[config.mk]
export PLATFORM = sky130hd
export DESIGN_NAME = chb_state_split
export DESIGN_NICKNAME = d
export VERILOG_FILES = /design/src/rtl/chb_pkg.sv /design/src/rtl/chb_level_map.sv /design/src/rtl/chb_gate_drv.sv /design/src/rtl/chb_state_split.sv
export SDC_FILE = /design/constraint.sdc
export NUM_CORES = 1
export LEC_CHECK = 0
export CAP_MARGIN = 20
export CORE_AREA = 2 2 39 41
export CTS_CLUSTER_DIAMETER = 150
export DETAILED_ROUTE_END_ITERATION = 6
export DIE_AREA = 0 0 41 43
export DONT_BUFFER_PORTS = 1
export SLEW_MARGIN = 20
export SYNTH_ARGS = -nofsm -noshare
export SYNTH_HDL_FRONTEND = slang
export SYNTH_SLANG_ARGS = --single-unit
[constraint.sdc]
create_clock -name clk -period 0.9 [get_ports clk]
set_input_delay 0.18 -clock clk [delete_from_list [all_inputs] [get_ports clk]]
set_output_delay 0.18 -clock clk [all_outputs]
set_load 0.01 [all_outputs]
[src/rtl/chb_pkg.sv]
package chb_pkg;
  localparam int NCELL  = 2;
  localparam int GATE_W = 4;

  typedef logic [1:0] cell_st_t;
  localparam cell_st_t CELL_NEG  = 2'd0;
  localparam cell_st_t CELL_ZERO = 2'd1;
  localparam cell_st_t CELL_POS  = 2'd2;

  typedef struct packed {
    cell_st_t hi;
    cell_st_t lo;
  } cell_pair_t;
endpackage

[src/rtl/chb_level_map.sv]
module chb_level_map import chb_pkg::*; #(
  parameter int LEVEL_W = 4
) (
  input  logic [LEVEL_W-1:0] level,
  input  logic               ratio3,
  input  logic               cur_pos,
  output cell_pair_t         pair
);
  localparam logic [LEVEL_W-1:0] TOP3 = LEVEL_W'(8);
  localparam logic [LEVEL_W-1:0] TOP2 = LEVEL_W'(6);

  logic [LEVEL_W-1:0] lim;
  logic [LEVEL_W-1:0] rem;

  always_comb begin
    if (ratio3) lim = (level > TOP3) ? TOP3 : level;
    else        lim = (level > TOP2) ? TOP2 : level;
  end

  always_comb begin
    pair = '{hi: CELL_ZERO, lo: CELL_ZERO};
    rem  = lim;
    if (ratio3) begin
      if (lim >= LEVEL_W'(6)) begin
        pair.hi = CELL_POS;
        rem     = lim - LEVEL_W'(6);
      end else if (lim >= LEVEL_W'(3)) begin
        pair.hi = CELL_ZERO;
        rem     = lim - LEVEL_W'(3);
      end else begin
        pair.hi = CELL_NEG;
      end
      pair.lo = rem[1:0];
    end else begin
      case (lim[2:0])
        3'd0: pair = '{hi: CELL_NEG,  lo: CELL_NEG};
        3'd1: pair = '{hi: CELL_NEG,  lo: CELL_ZERO};
        3'd2: pair = cur_pos ? '{hi: CELL_NEG,  lo: CELL_POS}
                             : '{hi: CELL_ZERO, lo: CELL_NEG};
        3'd3: pair = '{hi: CELL_ZERO, lo: CELL_ZERO};
        3'd4: pair = cur_pos ? '{hi: CELL_ZERO, lo: CELL_POS}
                             : '{hi: CELL_POS,  lo: CELL_NEG};
        3'd5: pair = '{hi: CELL_POS,  lo: CELL_ZERO};
        default: pair = '{hi: CELL_POS, lo: CELL_POS};
      endcase
    end
  end
endmodule

[src/rtl/chb_gate_drv.sv]
module chb_gate_drv import chb_pkg::*; (
  input  cell_st_t          st,
  output logic [GATE_W-1:0] gates
);
  // bit0 left-high, bit1 left-low, bit2 right-high, bit3 right-low
  always_comb begin
    case (st)
      CELL_POS: gates = 4'b1001;
      CELL_NEG: gates = 4'b0110;
      default:  gates = 4'b1010;
    endcase
  end
endmodule

[src/rtl/chb_state_split.sv]
module chb_state_split import chb_pkg::*; #(
  parameter int LEVEL_W = 4
) (
  input  logic               clk,
  input  logic               rst_n,
  input  logic               in_valid,
  output logic               in_ready,
  input  logic [LEVEL_W-1:0] in_level,
  input  logic               in_ratio3,
  input  logic               in_cur_pos,
  output logic               out_valid,
  input  logic               out_ready,
  output logic [1:0]         out_s_hi,
  output logic [1:0]         out_s_lo,
  output logic [GATE_W-1:0]  out_gate_hi,
  output logic [GATE_W-1:0]  out_gate_lo
);
  cell_pair_t map_pair;
  cell_pair_t pair_q;
  logic       valid_q;
  logic       take;

  logic [NCELL-1:0][1:0]        st_vec;
  logic [NCELL-1:0][GATE_W-1:0] gate_vec;

  chb_level_map #(.LEVEL_W(LEVEL_W)) u_map (
    .level   (in_level),
    .ratio3  (in_ratio3),
    .cur_pos (in_cur_pos),
    .pair    (map_pair)
  );

  assign in_ready = !valid_q || out_ready;
  assign take     = in_valid && in_ready;

  always_ff @(posedge clk or negedge rst_n) begin
    if (!rst_n) begin
      valid_q <= 1'b0;
      pair_q  <= '{hi: CELL_ZERO, lo: CELL_ZERO};
    end else begin
      if (take) begin
        valid_q <= 1'b1;
        pair_q  <= map_pair;
      end else if (out_ready) begin
        valid_q <= 1'b0;
      end
    end
  end

  assign st_vec[1] = pair_q.hi;
  assign st_vec[0] = pair_q.lo;

  for (genvar g = 0; g < NCELL; g++) begin : g_cell
    chb_gate_drv u_drv (
      .st    (st_vec[g]),
      .gates (gate_vec[g])
    );
  end

  assign out_valid   = valid_q;
  assign out_s_hi    = pair_q.hi;
  assign out_s_lo    = pair_q.lo;
  assign out_gate_hi = gate_vec[1];
  assign out_gate_lo = gate_vec[0];
endmodule

==> metrics.cfg, run 1 <==
[timing]
rsz0062_at_grt=yes
slew_headroom=0.7548
setup_violations=18
fin_crit_sh=1.338
finalSetupTns_ns=-3.566
worstMarginPinSlew_ns=0.3656
finalClockSkew_ns=0.002095
period_minus_slack_ns=1.204
fmax_ghz=0.8304
slew_violations=0
hold_violations=0
worst_slack_ns=-0.3042

[synthesis]
ys_seq_area_frac=0.2494
synthCells=67
synth.avg_cell_area_um2=7.638
synth_seq_cells=5
synth_nets=81
syn_area_um2=511.7
ys_warn_count=0
synth_cell_types=29

[power_and_ir_drop]
ir_drop_v=0.0004912
comb_power_share=0.465
seqPwrFrac=0.302
power.share.switching=0.3559
p_sw_uw=384.5
clockPowerShare=0.233
power.leakage_uw=0.0003471
internal_power_uw=696.0
p_per_area_nw_per_um2=1276

[critical_path]
cp_slowest_stage_delay_ns=0.58
endpoint_kind=output pin
r2r-start=out_valid
worstSetupStartpoint=out_s_hi[0]
path_depth=2
startpoint_type=flop
crit_family=flip-flops
path_buf_inv=1
reg2reg_slack_ns=-0.12
path_max_fanout=4
reg2reg_depth=4
path_cells=nand2b_4 -> inv_4
slowest_stage=dfstp_2
worstPathRequired_ns=0.72
critPathKind=reg2out
arrival_ns=1.02

[outcome]
status=finished with violations
violations=negative setup slack

[floorplan]
die-width_um=41
io_pins=24
core_um2=1384
die_area_um2=1763
die_h_um=43
initial_utilization=0.3698
row_count=14

[layout]
fillers=128
post-route-util=0.6121
multi_input_area_um2=500.5
drive_gt1_frac=0.5783
antenna_cells=0
nets=98
regArea_um2=130.1
area_growth_pct=65.53
final_cells=99

[job]
maxCapViolations=0

[clocking]
cts_buffers=3
cts_tree=built
clkTransAtPathRegs_ns=0.04
h-tree-depth=1
cts-root-buf=clkbuf_4
cts.sinks=5
cts.path.max_buffers=2
worstSkewPairLatency_ns=0.24
cts_setup_buffers=0

[routing]
drc_errors=0
wire_per_inst_um=14.18
vias_per_cell=5.646
drt-initial-drc-count=9
wirelength_mm=1.404
antenna_left=0
drt_pre_antenna_iters=6
vias=559

[place]
numPortBuffers=0
dp_cells=94
dp_hpwl_mm=1.130
gp_congestion=0.7499
post-place-ws_ns=-0.6092

[grt]
track_usage=0.1871
grt_max_degree=10
first_global_vias=553
gr-total-overflow=0
antenna_found_initial=0
grt_first_pass_wirelength_mm=2.221

[worst_hold_path]
hold_path_class=in2reg
whs_path_depth=1
min-delay-start=in_valid

==> cells by family (layout without fill, tap and decap cells) <==
| family | Yosys count | after routing | synth area share |
|---|---|---|---|
| flops | 5 | 5 | 0.2494 |
| compound gates | 22 | 22 | 0.3007 |
| buf+inv | 11 | 27 | 0.08313 |
| simple gates | 25 | 25 | 0.2690 |
| fa+ha+maj | 4 | 4 | 0.09780 |
==> layout by cell type (no fill, tap or decap), types with 2 or more instances in the layout <==
master,count
inv_4,4
a221oi_2,2
o31ai_1,2
buf_6,6
o21ai_0,2
nand2b_4,2
inv_2,2
buf_4,6
a21oi_1,3
a31oi_1,2
dfrtp_2,2
nand2b_1,2
nor2_1,3
ha_4,3
dfstp_2,2
nand2_1,5
nor2_4,2
clkbuf_4,3
inv_1,4
o21a_4,2
o21ai_1,2
nand2_4,2
==> registers in the layout, summed over array words and instances (netlist names) <==
name       count
out_valid      1
out_s_lo       2
out_s_hi       2
==> per-layer routing <==
metal | share of wire | global-route usage | vias up
li1 | - | - | 276
met1 | 0.34 | 0.1715 | 253
met2 | 0.55 | 0.3375 | 26
met3 | 0.067 | 0.02094 | 4
met4 | 0.035 | 0.1400 | 0
met5 | 0 | 0 | -
==> worst paths after layout <==
path / end
worst min-delay path: out_valid
min in group asynchronous: out_s_hi[1]
worst min register to register: out_s_hi[0]
worst max register to register: out_s_hi[1]
worst max-delay path: out_gate_hi[0]
max in group asynchronous: out_s_lo[0]
==> cell type report <==
cell class | instances | share of cell area
Tap cell | 16 | 0.02363
Multi-Input combinational cell | 51 | 0.5908
Sequential cell | 5 | 0.1536
Inverter | 10 | 0.05613
Timing Repair Buffer | 13 | 0.1448
Clock buffer | 4 | 0.03102
==> what timing repair did <==
item	4_1_cts	5_1_grt
hold buffers	1	0
resized for setup	15	6
endpoints found under the hold margin	5	0
setup endpoints to repair	18	18
pin swaps	4	4
==> cells in the mapped netlist <==
cell type  count  area share
buf_2          1      0.0098
o31a_1         1       0.017
and4_1         1       0.017
nor3b_1        1       0.015
o211ai_1       1       0.015
o31ai_1        2       0.029
dfrtp_1        3        0.15
a211oi_1       1       0.015
nor3_1         1      0.0098
inv_1         10       0.073
a22o_1         1       0.017
a2111oi_0      1       0.017
ha_1           4       0.098
dfstp_2        2        0.10
nor2_1         5       0.037
o21ai_0        3       0.029
a221oi_1       2       0.034
nor4_1         1       0.012
or3_1          1       0.012
a31oi_1        2       0.024
nand2b_1       4       0.049
nand2_1        7       0.051
a211oi_2       1       0.024
o21ai_1        1      0.0098
o21a_1         2       0.029
or2_4          1       0.017
nor3b_2        1       0.024
nor2b_1        2       0.024
a21oi_1        4       0.039
==> per-stage QoR <==
stage / hold WS (ns) / total power [uW] / instance area, um2
floorplan: -0.1156 / 645.4 / 641.9
global placement: -0.1155 / 741.9 / 732.0
detailed placement: -0.1154 / 750.8 / 732.0
CTS: 0.05030 / 1072 / 825.8
global route: 0.05555 / 1165 / 847.1
finish: 0.05879 / 1081 / 847.1
==> power groups by stage <==
stage / clock network (uW) / registers (uW) / logic (uW)
finish: 252 / 326 / 503
global route: 272 / 332 / 560
CTS: 265 / 325 / 481
detailed placement: 0 / 312 / 439
global placement: 0 / 309 / 433
floorplan: 0 / 324 / 322
No activity file was read; power rests on OpenSTA's default activity.
==> run 2, diff against run 1 <==
--- a/config.mk
+++ b/config.mk
@@ -5,12 +5,13 @@
 export SDC_FILE = /design/constraint.sdc
 export NUM_CORES = 1
 export LEC_CHECK = 0
+export BUFFER_PORTS_ARGS = -buffer_cell sky130_fd_sc_hd__clkbuf_2
 export CAP_MARGIN = 20
-export CORE_AREA = 2 2 39 41
+export CORE_MARGIN = 2
+export CORE_UTILIZATION = 39
 export CTS_CLUSTER_DIAMETER = 150
 export DETAILED_ROUTE_END_ITERATION = 6
-export DIE_AREA = 0 0 41 43
-export DONT_BUFFER_PORTS = 1
+export PLACE_DENSITY = 0.72
 export SLEW_MARGIN = 20
 export SYNTH_ARGS = -nofsm -noshare
 export SYNTH_HDL_FRONTEND = slang
==> run 2 against run 1 <==
  * The flow still finishes with violations (negative setup slack)
  * Sequential power decreased by 5%
  * Critical endpoint is now out_s_lo[1]
  * Design area increased by 30%
  * Final cell count increased by 29%
  * Total power increased by 26%
  * Critical path type is now in2reg
  * Critical path depth increased by 7
==> metrics.cfg, run 2 (synthesis results as in run 1) <==
[outcome]
status=finished with violations
violations=negative setup slack

[clocking]
cts.sinks=5
h-tree-depth=1
cts-root-buf=clkbuf_4
cts_buffers=3
cts_tree=built
worstSkewPairLatency_ns=0.25
cts.path.max_buffers=2
clkTransAtPathRegs_ns=0.05

[power_and_ir_drop]
seqPwrFrac=0.228
power.leakage_uw=0.0005068
ir_drop_v=0.0006105
finalPower_uw=1360
p_per_area_nw_per_um2=1233
internal_power_uw=859.2
comb_power_share=0.565
clockPowerShare=0.207
power.share.switching=0.3680
p_sw_uw=500.3

[routing]
routed.top_layer=met4
wirelength_mm=1.965
antenna_left=0
drt-met1-wl_um=673
wl_met2_mm=1.142
drt-initial-drc-count=18
dr_wl_met3_um=84
wire_per_inst_um=15.35
vias=708
vias_per_cell=5.531
drt_pre_antenna_iters=4
drc_errors=0

[grt]
grt_first_pass_wirelength_mm=2.608
first_global_vias=662
track_usage=0.2457
antenna_found_initial=0
grt_max_degree=8
gr-total-overflow=0

[critical_path]
path_max_fanout=4
worstPathRequired_ns=1.04
critPathKind=in2reg
arrival_ns=1.56
endpoint_kind=flop
startpoint_type=input pin
worstSetupStartpoint=in_level[3]
r2r-start=out_valid

[timing]
worst_slack_ns=-0.5157
slew_violations=0
finalClockSkew_ns=0.001527
finalSetupTns_ns=-5.329
slew_headroom=0.7970
holdWs_ns=0.1299
fin_crit_sh=1.573
fmax_ghz=0.7064
setup_violations=18
hold_violations=0
period_minus_slack_ns=1.416
rsz0062_at_grt=yes
worstMarginPinSlew_ns=0.3039

[layout]
final_cells=128
nets=128
multi_input_area_um2=505.5
area_growth_pct=115.4
fillers=66
regArea_um2=127.6
antenna_cells=0
drive_gt1_frac=0.6814
post-route-util=0.8688
layout_common_cells=buf_6 (14), buf_4 (14), clkbuf_2 (10)

[floorplan]
die_area_um2=1618
row_count=13
io_pins=24
core_um2=1269
die-width_um=40.23
die_h_um=40.23
initial_utilization=0.4034

[place]
gp_congestion=0.7767
numPortBuffers=23
dp_cells=117
dp_hpwl_mm=1.226

[job]
maxCapViolations=0

[worst_hold_path]
hold_path_class=in2reg
min-delay-start=in_valid

==> run 2: cell types whose count changed in the layout (fill, tap and decap cells not counted), moves of 2 or more <==
cell      delta
buf_4        +8
buf_6        +8
buf_8        +3
clkbuf_2    +10
dfrtp_1      +2
dfrtp_2      -2
inv_2        +2
inv_4        -2
nor2_2       +2
==> run 2: layout make-up <==
cell class,count,area share
clock buffers,4,0.02384
repair buffers,43,0.3462
multi-input cells,51,0.4586
well taps,15,0.01703
flip-flops and latches,5,0.1158
inverters,10,0.03859
==> run 2: metrics by stage <==
stage | area, um2 | setup slack, ns
6_report | 1102 | -0.5157
5_1_grt | 1102 | -0.5929
4_1_cts | 1018 | -0.5352
3_5_place_dp | 853.3 | -0.8063
3_3_place_gp | 853.3 | -0.7269
2_1_floorplan | 641.9 | -0.5324
==> run 2: final timing paths <==
| check | end | slack (ns) | cells past startpoint |
|---|---|---|---|
| max | out_s_lo[1] | -0.52 | 9 |
| min | out_valid | 0.13 | 2 |
| max reg2reg | out_s_lo[1] | -0.14 | 3 |
| min reg2reg | out_s_lo[0] | 0.62 | 3 |
| max in group asynchronous | out_s_lo[0] | 0.41 | 2 |
| min in group asynchronous | out_s_hi[1] | 0.28 | 2 |
==> run 2: repair_timing <==
action | CTS | global route
hold buffers | 1 | 0
setup endpoints to repair | 18 | 18
gates resized for setup | 17 | 27
pin swaps | 10 | 14
setup buffers | 5 | 1
hold endpoints to repair | 5 | 0
==> run 2: critical path, cell delays in order <==
cell,delay [ns]
buf_8,0.11
nor2b_4,0.10
o21a_4,0.17
inv_4,0.05
ha_4,0.17
nor4_4,0.29
a211oi_2,0.07
nor3b_2,0.17
o31ai_1,0.24
==> run 2: per-layer routing <==
metal	up-vias	GRT usage
li1	331	-
met1	330	0.2308
met2	38	0.5000
met3	9	0
met4	0	0.1750
met5	-	0
==> run 2: power by group through the flow <==
| stage | registers [uW] | logic (uW) | clock network [uW] |
|---|---|---|---|
| 2_1_floorplan | 324 | 322 | 0 |
| 3_3_place_gp | 310 | 543 | 0 |
| 3_5_place_dp | 314 | 558 | 0 |
| 4_1_cts | 312 | 639 | 268 |
| 5_1_grt | 316 | 836 | 285 |
| 6_report | 310 | 768 | 281 |
==> run 3, diff against run 2 <==
--- a/config.mk
+++ b/config.mk
@@ -11,6 +11,7 @@
 export CORE_UTILIZATION = 39
 export CTS_CLUSTER_DIAMETER = 150
 export DETAILED_ROUTE_END_ITERATION = 6
+export GPL_TIMING_DRIVEN = 0
 export PLACE_DENSITY = 0.72
 export SLEW_MARGIN = 20
 export SYNTH_ARGS = -nofsm -noshare
==> run 3 against run 2 <==
  * The run still ends with negative setup slack left
  * Final cell count shrank 5.5%
  * Critical path type unchanged
  * Global-route usage up 1.1 points
  * Critical path depth stayed put
  * Largest cell class unchanged
==> metrics.cfg, run 3 (synthesis results as in run 1) <==
[outcome]
status=finished with violations
violations=negative setup slack

[timing]
rsz0062_at_grt=yes
setup_violations=18
worst_slack_ns=-0.4678
fin_crit_sh=1.520
fmax_ghz=0.7311
slew_headroom=0.7851
period_minus_slack_ns=1.368
worstMarginPinSlew_ns=0.3217
finalClockSkew_ns=0.002708
slew_violations=0
holdWs_ns=0.1518
hold_violations=0

[power_and_ir_drop]
clockPowerShare=0.194
power.share.switching=0.3612
comb_power_share=0.570
p_sw_uw=495.0
seqPwrFrac=0.236
ir_drop_v=0.0006059
p_per_area_nw_per_um2=1246
finalPower_uw=1370
power.leakage_uw=0.0004894
internal_power_uw=875.3

[critical_path]
reg2reg_depth=4
reg2reg_slack_ns=-0.20
endpoint_kind=flop
path_max_fanout=6
worstPathRequired_ns=1.05
arrival_ns=1.52
critPathKind=in2reg
startpoint_type=input pin
r2r-start=out_valid
r2r-end=out_s_hi[1]

[layout]
area_growth_pct=114.9
multi_input_area_um2=513.0
mostFrequentLayoutCell=buf_6
nets=121
layout_common_cells=buf_6 (14), buf_4 (9), clkbuf_2 (7)
post-route-util=0.8669
fillers=67
regArea_um2=128.9
antenna_cells=0
stdcell_area_um2=1100
drive_gt1_frac=0.6509

[worst_hold_path]
hold_end=out_valid
min-delay-start=in_valid
hold_path_class=in2reg
whs_path_depth=2

[clocking]
cts.path.max_buffers=2
h-tree-depth=1
cts-root-buf=clkbuf_4
cts_buffers=3
cts_tree=built
clkTransAtPathRegs_ns=0.04
worstSkewPairLatency_ns=0.25
cts.sinks=5

[grt]
grt_first_pass_wirelength_mm=2.697
first_global_vias=643
gr-total-overflow=0
grt_max_degree=10
track_usage=0.2568
antenna_found_initial=0

[floorplan]
die_h_um=40.23
row_count=13
die-width_um=40.23
core_um2=1269
die_area_um2=1618
io_pins=24
initial_utilization=0.4034

[routing]
vias=675
antenna_left=0
wirelength_mm=1.920
drt_pre_antenna_iters=4
drc_errors=0
wire_per_inst_um=15.87
vias_per_cell=5.579
drt-initial-drc-count=15

[job]
maxCapViolations=0

[place]
gp_congestion=0.7892
post-place-ws_ns=-0.8178
dp_hpwl_mm=1.080
dpl_cell_area_um2=770.7
numPortBuffers=22

[run 3: changes by cell type in the layout (fill, tap and decap cells not counted), sizes merged]
cell,previous run,this run
buf,31,25
clkbuf,15,14
[run 3: routing by layer]
metal / part of all wire / vias up / routed length (um) / global-route usage
li1: - / 317 / - / -
met1: 0.35 / 320 / 680 / 0.2368
met2: 0.59 / 32 / 1129 / 0.5081
met3: 0.030 / 6 / 57 / 0.01667
met4: 0.028 / 0 / 53 / 0.2000
met5: 0 / - / 0 / 0
[run 3: area by class of cell]
type,instances,share of cell area
clock buffers,4,0.02389
plain buffers,1,0.01820
flip-flops and latches,5,0.1172
multi-input cells,51,0.4664
well taps,15,0.01706
repair buffers,35,0.3185
inverters,10,0.03868
[run 3: repair_timing]
item | in CTS | in global routing
pin swaps | 9 | 1
endpoints found under the setup margin | 18 | 18
buffers inserted | 10 | 2
endpoints found under the hold margin | 5 | 0
resized for setup | 20 | 28
hold buffers | 1 | 0
[run 3: metrics by stage]
| step | instances | TNS (ns) |
|---|---|---|
| final | 121 | -5.384 |
| after global routing | 121 | -6.122 |
| after detailed placement | 104 | -3.522 |
| after global placement | 104 | -3.334 |
| after CTS | 119 | -5.030 |
| after floorplan | 67 | -1.980 |
[run 3: worst max-delay path by stage]
stage	start	endpoint	slack, ns	cells after the start
4_1_cts	in_level[3]	out_s_lo[1]	-0.44	9
5_1_grt	in_level[3]	out_s_lo[1]	-0.53	9
3_5_place_dp	in_level[2]	out_s_lo[1]	-0.82	8
3_3_place_gp	in_level[2]	out_s_lo[1]	-0.82	8
6_report	in_level[3]	out_s_lo[1]	-0.47	9
2_1_floorplan	in_ratio3	out_s_lo[1]	-0.53	9
[run 3: worst max-delay path, stage by stage]
cell and delay (ns):
clkbuf_16 0.14, nor2b_4 0.10, o21a_4 0.18, inv_4 0.06
ha_4 0.19, nor4_4 0.26, a211oi_2 0.07, nor3b_2 0.16
o31ai_1 0.18
[run 3: power by group through the flow]
stage | combinational (uW) | sequential [uW] | clock, uW
floorplan | 322 | 324 | 0
global placement | 494 | 312 | 0
detailed placement | 507 | 315 | 0
CTS | 617 | 312 | 268
global route | 844 | 326 | 292
finish | 781 | 323 | 266
